===== src/rtl/edo_dec_pkg.sv =====
package edo_dec_pkg;
  typedef enum logic [2:0] {
    CLS_NONE      = 3'd0,
    CLS_READ      = 3'd1,
    CLS_PAGE_READ = 3'd2,
    CLS_WRITE     = 3'd3,
    CLS_RMW       = 3'd4,
    CLS_RAS_ONLY  = 3'd5,
    CLS_CBR       = 3'd6,
    CLS_SELF      = 3'd7
  } cyc_cls_e;

  typedef enum logic [1:0] {ST_IDLE, ST_ROW, ST_CBR, ST_SELF} dec_st_e;
  typedef enum logic [1:0] {CK_NONE, CK_RD, CK_WR} col_kind_e;

  localparam int unsigned SIG_RAS = 0;
  localparam int unsigned SIG_CAS = 1;
  localparam int unsigned SIG_WE  = 2;
  localparam int unsigned SIG_OE  = 3;
  localparam int unsigned N_SIG   = 4;
endpackage


===== src/rtl/edo_strobe_sync.sv =====
module edo_strobe_sync #(
  parameter int unsigned N       = 4,
  parameter logic        RST_LVL = 1'b1
) (
  input  logic         clk_i,
  input  logic         rst_ni,
  input  logic [N-1:0] async_i,
  output logic [N-1:0] lvl_o,
  output logic [N-1:0] fall_o,
  output logic [N-1:0] rise_o
);
  for (genvar i = 0; i < N; i++) begin : g_bit
    logic ff1_q, ff2_q, prev_q;
    always_ff @(posedge clk_i or negedge rst_ni) begin
      if (!rst_ni) begin
        ff1_q  <= RST_LVL;
        ff2_q  <= RST_LVL;
        prev_q <= RST_LVL;
      end else begin
        ff1_q  <= async_i[i];
        ff2_q  <= ff1_q;
        prev_q <= ff2_q;
      end
    end
    assign lvl_o[i]  = ff2_q;
    assign fall_o[i] = prev_q & ~ff2_q;
    assign rise_o[i] = ~prev_q & ff2_q;
  end
endmodule


===== src/rtl/edo_refresh_ctr.sv =====
module edo_refresh_ctr #(
  parameter int unsigned W = 11
) (
  input  logic         clk_i,
  input  logic         rst_ni,
  input  logic         step_i,
  output logic [W-1:0] row_o
);
  always_ff @(posedge clk_i or negedge rst_ni) begin
    if (!rst_ni)     row_o <= '0;
    else if (step_i) row_o <= row_o + 1'b1;
  end
endmodule


===== src/rtl/edo_cell_array.sv =====
module edo_cell_array #(
  parameter int unsigned ROW_BITS = 3,
  parameter int unsigned COL_BITS = 3,
  parameter int unsigned DATA_W   = 4,
  localparam int unsigned IDX_W   = ROW_BITS + COL_BITS,
  localparam int unsigned DEPTH   = 1 << IDX_W
) (
  input  logic              clk_i,
  input  logic              rst_ni,
  input  logic              wr_en_i,
  input  logic [IDX_W-1:0]  wr_idx_i,
  input  logic [DATA_W-1:0] wr_data_i,
  input  logic [IDX_W-1:0]  rd_idx_i,
  output logic [DATA_W-1:0] rd_data_o
);
  logic [DATA_W-1:0] cell_q [DEPTH];

  always_ff @(posedge clk_i or negedge rst_ni) begin
    if (!rst_ni) begin
      for (int i = 0; i < DEPTH; i++) cell_q[i] <= '0;
    end else if (wr_en_i) begin
      cell_q[wr_idx_i] <= wr_data_i;
    end
  end

  assign rd_data_o = cell_q[rd_idx_i];
endmodule


===== src/rtl/edo_cycle_fsm.sv =====
module edo_cycle_fsm
  import edo_dec_pkg::*;
#(
  parameter int unsigned ADDR_W       = 11,
  parameter int unsigned SELF_REF_CYC = 20000,
  localparam int unsigned CNT_W       = $clog2(SELF_REF_CYC + 1)
) (
  input  logic              clk_i,
  input  logic              rst_ni,
  input  logic [N_SIG-1:0]  lvl_i,
  input  logic [N_SIG-1:0]  fall_i,
  input  logic [N_SIG-1:0]  rise_i,
  input  logic [ADDR_W-1:0] addr_i,
  output logic [ADDR_W-1:0] row_o,
  output logic [ADDR_W-1:0] col_o,
  output logic [ADDR_W-1:0] wr_col_o,
  output logic              wr_en_o,
  output logic              data_vld_o,
  output logic              cbr_step_o,
  output cyc_cls_e          cls_o,
  output logic              cls_vld_o,
  output logic              self_ref_o
);
  dec_st_e     st_q, st_d;
  col_kind_e   ck_q, ck_d;
  logic [ADDR_W-1:0] row_q, row_d, col_q, col_d;
  logic [CNT_W-1:0]  cnt_q, cnt_d;
  logic        col_seen_q, col_seen_d, page_q, page_d;
  logic        oe_seen_q, oe_seen_d, armed_q, armed_d, dv_q, dv_d;
  cyc_cls_e    cls_q, cls_d;
  logic        vld_q, vld_d;

  logic ras_l, cas_l, we_l, oe_l;
  assign ras_l = lvl_i[SIG_RAS];
  assign cas_l = lvl_i[SIG_CAS];
  assign we_l  = lvl_i[SIG_WE];
  assign oe_l  = lvl_i[SIG_OE];

  always_comb begin
    st_d       = st_q;
    ck_d       = ck_q;
    row_d      = row_q;
    col_d      = col_q;
    cnt_d      = cnt_q;
    col_seen_d = col_seen_q;
    page_d     = page_q;
    oe_seen_d  = oe_seen_q;
    armed_d    = armed_q;
    dv_d       = dv_q;
    cls_d      = CLS_NONE;
    vld_d      = 1'b0;
    wr_en_o    = 1'b0;
    cbr_step_o = 1'b0;

    unique case (st_q)
      ST_IDLE: begin
        if (fall_i[SIG_RAS]) begin
          if (!cas_l) begin
            st_d       = ST_CBR;
            cls_d      = CLS_CBR;
            vld_d      = 1'b1;
            cbr_step_o = 1'b1;
            cnt_d      = '0;
            armed_d    = 1'b1;
          end else begin
            st_d       = ST_ROW;
            row_d      = addr_i;
            col_seen_d = 1'b0;
            ck_d       = CK_NONE;
          end
        end
      end
      ST_ROW: begin
        if (ck_q == CK_RD && !oe_l) oe_seen_d = 1'b1;
        if (rise_i[SIG_RAS]) begin
          st_d = ST_IDLE;
          ck_d = CK_NONE;
          if (ck_q == CK_RD) begin
            cls_d = page_q ? CLS_PAGE_READ : CLS_READ;
            vld_d = 1'b1;
          end else if (!col_seen_q) begin
            cls_d = CLS_RAS_ONLY;
            vld_d = 1'b1;
          end
        end else if (fall_i[SIG_CAS]) begin
          col_d      = addr_i;
          col_seen_d = 1'b1;
          page_d     = col_seen_q;
          if (!we_l) begin
            wr_en_o = 1'b1;
            ck_d    = CK_WR;
            dv_d    = 1'b0;
            cls_d   = CLS_WRITE;
            vld_d   = 1'b1;
          end else begin
            ck_d      = CK_RD;
            dv_d      = 1'b1;
            oe_seen_d = !oe_l;
          end
        end else if (rise_i[SIG_CAS]) begin
          if (ck_q == CK_RD) begin
            cls_d = page_q ? CLS_PAGE_READ : CLS_READ;
            vld_d = 1'b1;
          end
          ck_d = CK_NONE;
        end else if (fall_i[SIG_WE] && ck_q == CK_RD && !cas_l) begin
          wr_en_o = 1'b1;
          cls_d   = oe_seen_q ? CLS_RMW : CLS_WRITE;
          vld_d   = 1'b1;
          ck_d    = CK_NONE;
        end
      end
      ST_CBR: begin
        if (rise_i[SIG_RAS]) begin
          st_d = ST_IDLE;
        end else if (cas_l) begin
          armed_d = 1'b0;
        end else if (armed_q) begin
          if (cnt_q == CNT_W'(SELF_REF_CYC - 1)) begin
            st_d  = ST_SELF;
            cls_d = CLS_SELF;
            vld_d = 1'b1;
          end else begin
            cnt_d = cnt_q + 1'b1;
          end
        end
      end
      ST_SELF: begin
        if (rise_i[SIG_RAS]) st_d = ST_IDLE;
      end
      default: st_d = ST_IDLE;
    endcase

    if (fall_i[SIG_WE]) dv_d = 1'b0;
    if (ras_l && cas_l) dv_d = 1'b0;
  end

  always_ff @(posedge clk_i or negedge rst_ni) begin
    if (!rst_ni) begin
      st_q       <= ST_IDLE;
      ck_q       <= CK_NONE;
      row_q      <= '0;
      col_q      <= '0;
      cnt_q      <= '0;
      col_seen_q <= 1'b0;
      page_q     <= 1'b0;
      oe_seen_q  <= 1'b0;
      armed_q    <= 1'b0;
      dv_q       <= 1'b0;
      cls_q      <= CLS_NONE;
      vld_q      <= 1'b0;
    end else begin
      st_q       <= st_d;
      ck_q       <= ck_d;
      row_q      <= row_d;
      col_q      <= col_d;
      cnt_q      <= cnt_d;
      col_seen_q <= col_seen_d;
      page_q     <= page_d;
      oe_seen_q  <= oe_seen_d;
      armed_q    <= armed_d;
      dv_q       <= dv_d;
      cls_q      <= cls_d;
      vld_q      <= vld_d;
    end
  end

  assign row_o      = row_q;
  assign col_o      = col_q;
  assign wr_col_o   = col_d;
  assign data_vld_o = dv_q;
  assign cls_o      = cls_q;
  assign cls_vld_o  = vld_q;
  assign self_ref_o = (st_q == ST_SELF);

  assert_cbr_cas_low_R8: assert property (@(posedge clk_i) disable iff (!rst_ni)
    (cls_vld_o && cls_o == CLS_CBR) |-> $past(!cas_l));
  assert_self_exit_R9: assert property (@(posedge clk_i) disable iff (!rst_ni)
    $fell(self_ref_o) |-> $past(rise_i[SIG_RAS]));
  assert_pulse_once_R10: assert property (@(posedge clk_i) disable iff (!rst_ni)
    cls_vld_o |=> !cls_vld_o);
endmodule


===== src/rtl/edo_strobe_decoder.sv =====
module edo_strobe_decoder
  import edo_dec_pkg::*;
#(
  parameter int unsigned ADDR_W       = 11,
  parameter int unsigned DATA_W       = 4,
  parameter int unsigned ROW_BITS     = 3,
  parameter int unsigned COL_BITS     = 3,
  parameter int unsigned REF_W        = 11,
  parameter int unsigned SELF_REF_CYC = 20000,
  localparam int unsigned IDX_W       = ROW_BITS + COL_BITS
) (
  input  logic              clk_i,
  input  logic              rst_ni,
  input  logic              ras_ni,
  input  logic              cas_ni,
  input  logic              we_ni,
  input  logic              oe_ni,
  input  logic [ADDR_W-1:0] addr_i,
  input  logic [DATA_W-1:0] dq_i,
  output logic [DATA_W-1:0] dq_o,
  output logic              dq_oe_o,
  output logic [2:0]        cls_o,
  output logic              cls_vld_o,
  output logic              self_ref_o,
  output logic [REF_W-1:0]  ref_row_o
);
  logic [N_SIG-1:0]  pins, lvl, fall, rise;
  logic [ADDR_W-1:0] row, col, wr_col;
  logic              wr_en, data_vld, cbr_step;
  cyc_cls_e          cls;

  always_comb begin
    pins          = '1;
    pins[SIG_RAS] = ras_ni;
    pins[SIG_CAS] = cas_ni;
    pins[SIG_WE]  = we_ni;
    pins[SIG_OE]  = oe_ni;
  end

  edo_strobe_sync #(.N(N_SIG), .RST_LVL(1'b1)) u_sync (
    .clk_i, .rst_ni, .async_i(pins), .lvl_o(lvl), .fall_o(fall), .rise_o(rise)
  );

  edo_cycle_fsm #(.ADDR_W(ADDR_W), .SELF_REF_CYC(SELF_REF_CYC)) u_fsm (
    .clk_i, .rst_ni, .lvl_i(lvl), .fall_i(fall), .rise_i(rise), .addr_i,
    .row_o(row), .col_o(col), .wr_col_o(wr_col), .wr_en_o(wr_en),
    .data_vld_o(data_vld), .cbr_step_o(cbr_step), .cls_o(cls),
    .cls_vld_o(cls_vld_o), .self_ref_o(self_ref_o)
  );

  edo_refresh_ctr #(.W(REF_W)) u_ref (
    .clk_i, .rst_ni, .step_i(cbr_step), .row_o(ref_row_o)
  );

  edo_cell_array #(.ROW_BITS(ROW_BITS), .COL_BITS(COL_BITS), .DATA_W(DATA_W)) u_arr (
    .clk_i, .rst_ni, .wr_en_i(wr_en),
    .wr_idx_i({row[ROW_BITS-1:0], wr_col[COL_BITS-1:0]}),
    .wr_data_i(dq_i),
    .rd_idx_i({row[ROW_BITS-1:0], col[COL_BITS-1:0]}),
    .rd_data_o(dq_o)
  );

  assign cls_o   = cls;
  assign dq_oe_o = data_vld & ~lvl[SIG_OE] & lvl[SIG_WE];

  assert_ref_step_R8: assert property (@(posedge clk_i) disable iff (!rst_ni)
    (cls_vld_o && cls_o == CLS_CBR) |-> ref_row_o == $past(ref_row_o) + 1'b1);
  assert_write_hiz_R3: assert property (@(posedge clk_i) disable iff (!rst_ni)
    (cls_vld_o && cls_o == CLS_WRITE) |-> !dq_oe_o);
  assert_rasonly_hiz_R7: assert property (@(posedge clk_i) disable iff (!rst_ni)
    (cls_vld_o && cls_o == CLS_RAS_ONLY) |-> !dq_oe_o);
  assert_self_no_drive_R9: assert property (@(posedge clk_i) disable iff (!rst_ni)
    $rose(self_ref_o) |-> (cls_vld_o && cls_o == CLS_SELF));
endmodule


===== config.mk =====
export PLATFORM = sky130hd
export DESIGN_NAME = edo_strobe_decoder
export DESIGN_NICKNAME = d
export VERILOG_FILES = /design/src/rtl/edo_dec_pkg.sv /design/src/rtl/edo_strobe_sync.sv /design/src/rtl/edo_refresh_ctr.sv /design/src/rtl/edo_cell_array.sv /design/src/rtl/edo_cycle_fsm.sv /design/src/rtl/edo_strobe_decoder.sv
export SDC_FILE = /design/constraint.sdc
export NUM_CORES = 1
export LEC_CHECK = 0
export ABC_AREA = 1
export BUFFER_PORTS_ARGS = -buffer_cell sky130_fd_sc_hd__buf_4
export CAP_MARGIN = 20
export CELL_PAD_IN_SITES_DETAIL_PLACEMENT = 1
export CELL_PAD_IN_SITES_GLOBAL_PLACEMENT = 1
export CORE_MARGIN = 3
export CORE_UTILIZATION = 51
export DETAILED_ROUTE_END_ITERATION = 12
export PLACE_DENSITY = 0.94
export SYNTH_ARGS = -nofsm -noshare
export SYNTH_HDL_FRONTEND = slang
export SYNTH_HIERARCHICAL = 1
export SYNTH_SLANG_ARGS = --single-unit

===== constraint.sdc =====
create_clock -name clk_i -period 10.6 [get_ports clk_i]
set_clock_uncertainty 0.1 [all_clocks]
set_input_delay 0.53 -clock clk_i [delete_from_list [all_inputs] [get_ports clk_i]]
set_output_delay 0.53 -clock clk_i [all_outputs]
set_load 0.005 [all_outputs]

==> flow_summary.ini <==
[placed_design]
dp_slack_ps = 6258
port_buffers = 33
dp.cells = 2223
dp_hpwl_mm = 26.97
gp_congestion = 0.8515

[power_and_ir_drop]
power_density_nw_per_um2 = 235.0
power.total_uw = 3885
p_sw_uw = 1517
power.internal_uw = 2368
pwr-share-clk_pct = 30.5
p_comb_share_pct = 31.0
swShare_pct = 39.04
p_leak_uw = 0.007480
seq_power_share_pct = 38.5
peakVddDrop_v = 0.0002030

[floorplan]
start_util_pct = 52.70
chipWidth_um = 176.8
boundaryPins = 42
die-area_um2 = 31270
coreArea_um2 = 28240
fp-row-count = 61
die_h_um = 176.8

[worst_hold_path]
hold_path.class = in2reg
min_to = u_sync/g_bit[0].ff1_q$_DFF_PN1_
worstHoldStart = ras_ni
holdPathStages = 1

[detailed_routing]
ant_nets = 0
vias = 13549
drc_errors = 0
drt_first_pass_iters = 5
vias_per_cell = 5.917
drt_iter0_drc = 1131
finalWirelength_mm = 46.17
wl_per_cell_um = 20.16

[timing]
rsz0062_at_grt = false
layout_min_cycle_time_ps = 4827
slew_headroom_pct = 20.14
hold_viol_final = 0
fmax_mhz = 207.2
setup_viol = 0
finalCritPeriodShare_pct = 45.54
setup_tns_ps = 0
worst_slack_ps = 5773
worst_pin_slew_ps = 1189
finalMaxSlewViolations = 0

[global_routing]
grt_pass1_wl_mm = 75.91
grt_max_degree = 102
antenna_found_initial = 0
gr-total-overflow = 0
grt_pass1_vias = 14663
grt_use_total_pct = 30.05

[synthesis]
synth_cells = 1886
synth.avg_cell_area_um2 = 7.891
syn_nets = 1909
syn_area_um2 = 14880
ys.warnings.count = 6

[worst_setup_path]
crit_fanout = 76
cp.arrival_ps = 4200
rrSetupSlack_ps = 6150
crit_type = reg2out
reg2reg_to = u_arr/cell_q[121]$_DFFE_PN0P_
r2r-start = u_sync/g_bit[0].prev_q$_DFF_PN1_
startpoint_type = flop
r2r_cells = 10
setup.worst_path.end_class = primary output
cp.required_ps = 9970

[clocking]
post_cts_buffers = 0
cts-root-buf = clkbuf_16
hold_buffers = 1
cts_inserted_buffers = 36
ctsLongestPathBuffers = 3
cts.clk_slew.worst_paths_ps = 60
cts_sinks = 312
cts_resized = 0
cts_tree = yes
insertion_delay_ps = 520
cts_max_level = 2

[final_layout]
drive_above_1_share_pct = 8.891
syn2layout_area_growth_pct = 11.09
fin_nets = 1912
utilization_pct = 58.55
antenna_cells = 0
layout.cells.non_filler = 2290

[flow_run]
cap_violations = 0

[outcome]
status = finished, final reports clean
[state kept, by name, indices dropped and copies added (netlist names)]
register and count:
u_fsm/col_o 3, u_arr/cell_q 256, u_fsm/armed_q 1, u_fsm/col_seen_q 1, u_sync/g_bit.ff1_q 4, u_ref/row_o 11, u_fsm/cls_vld_o 1, u_fsm/ck_q 2
u_sync/g_bit.prev_q 3, u_fsm/cls_o 3, u_sync/g_bit.ff2_q 4, u_fsm/row_o 3, u_fsm/data_vld_o 1, u_fsm/page_q 1, u_fsm/oe_seen_q 1, u_fsm/st_q 2
u_fsm/cnt_q 15
[how the worst max path moves through the flow]
stage                                           from                            end  slack, ps  cells past startpoint
finish                      u_fsm/col_o[0]$_DFF_PN0_                        dq_o[0]       5770                     11
global route                u_fsm/col_o[0]$_DFF_PN0_                        dq_o[0]       5570                     11
CTS                         u_fsm/col_o[0]$_DFF_PN0_                        dq_o[1]       5860                     11
detailed placement  u_sync/g_bit[0].prev_q$_DFF_PN1_    u_arr/cell_q[8]$_DFFE_PN0P_       6260                      9
global placement            u_fsm/col_o[0]$_DFF_PN0_                        dq_o[0]       6430                     11
floorplan           u_sync/g_bit[0].prev_q$_DFF_PN1_  u_arr/cell_q[130]$_DFFE_PN0P_       7360                     11
[cell type report]
class	instances	area, µm²
fillers	3508	11710
flip-flops and latches	312	7826
multi-input cells	1408	6385
clock buffers	53	1036
well taps	378	473.0
repair buffers	56	442.9
inverters	75	299.0
clock inverters	8	71.32
[placed cells by master (no fill, tap or decap), types with 7 or more instances in the layout]
cell type	count
a21oi_1	49
buf_4	49
clkbuf_1	11
clkbuf_16	37
dfrtp_1	299
dfstp_2	11
inv_1	60
inv_2	12
nand2_1	689
nand2_2	7
nand3_1	247
nand4_1	13
nor2_1	99
nor2_4	13
nor3_1	20
o21ai_0	182
o21ai_1	49
xor2_1	10
[per-layer routing]
metal  GRT usage [%]  routed length [µm]
met3           4.505                2797
met2           51.50               22760
met4           11.33                1442
met1           38.80               19170
met5               0                   0
[critical path: stages (launching register included)]
cell and delay, ps:
dfrtp_4 940, clkinv_2 920, buf_4 690, nand2_1 170, nand3_1 80, nand3_1 130, nand2_1 110, nand2_1 90
nand3_1 130, nand3_1 150, nand2_1 80, buf_4 140
[through the flow]
step / hold WS [ps] / area [µm²]
2_1_floorplan: 134.4 / 14880
3_3_place_gp: 245.9 / 15370
5_1_grt: 4.820 / 16530
4_1_cts: 1.149 / 16480
6_report: 14.10 / 16530
3_5_place_dp: 247.8 / 15370
[power groups by stage]
| stage | registers (µW) | logic, µW | clock network (µW) |
|---|---|---|---|
| detailed placement | 1510 | 1150 | 0 |
| CTS | 1490 | 1170 | 1210 |
| global placement | 1500 | 1110 | 0 |
| floorplan | 1410 | 835 | 0 |
| finish | 1500 | 1200 | 1190 |
| global route | 1520 | 1310 | 1260 |
Note: power is estimated with default switching activity, not from simulation.
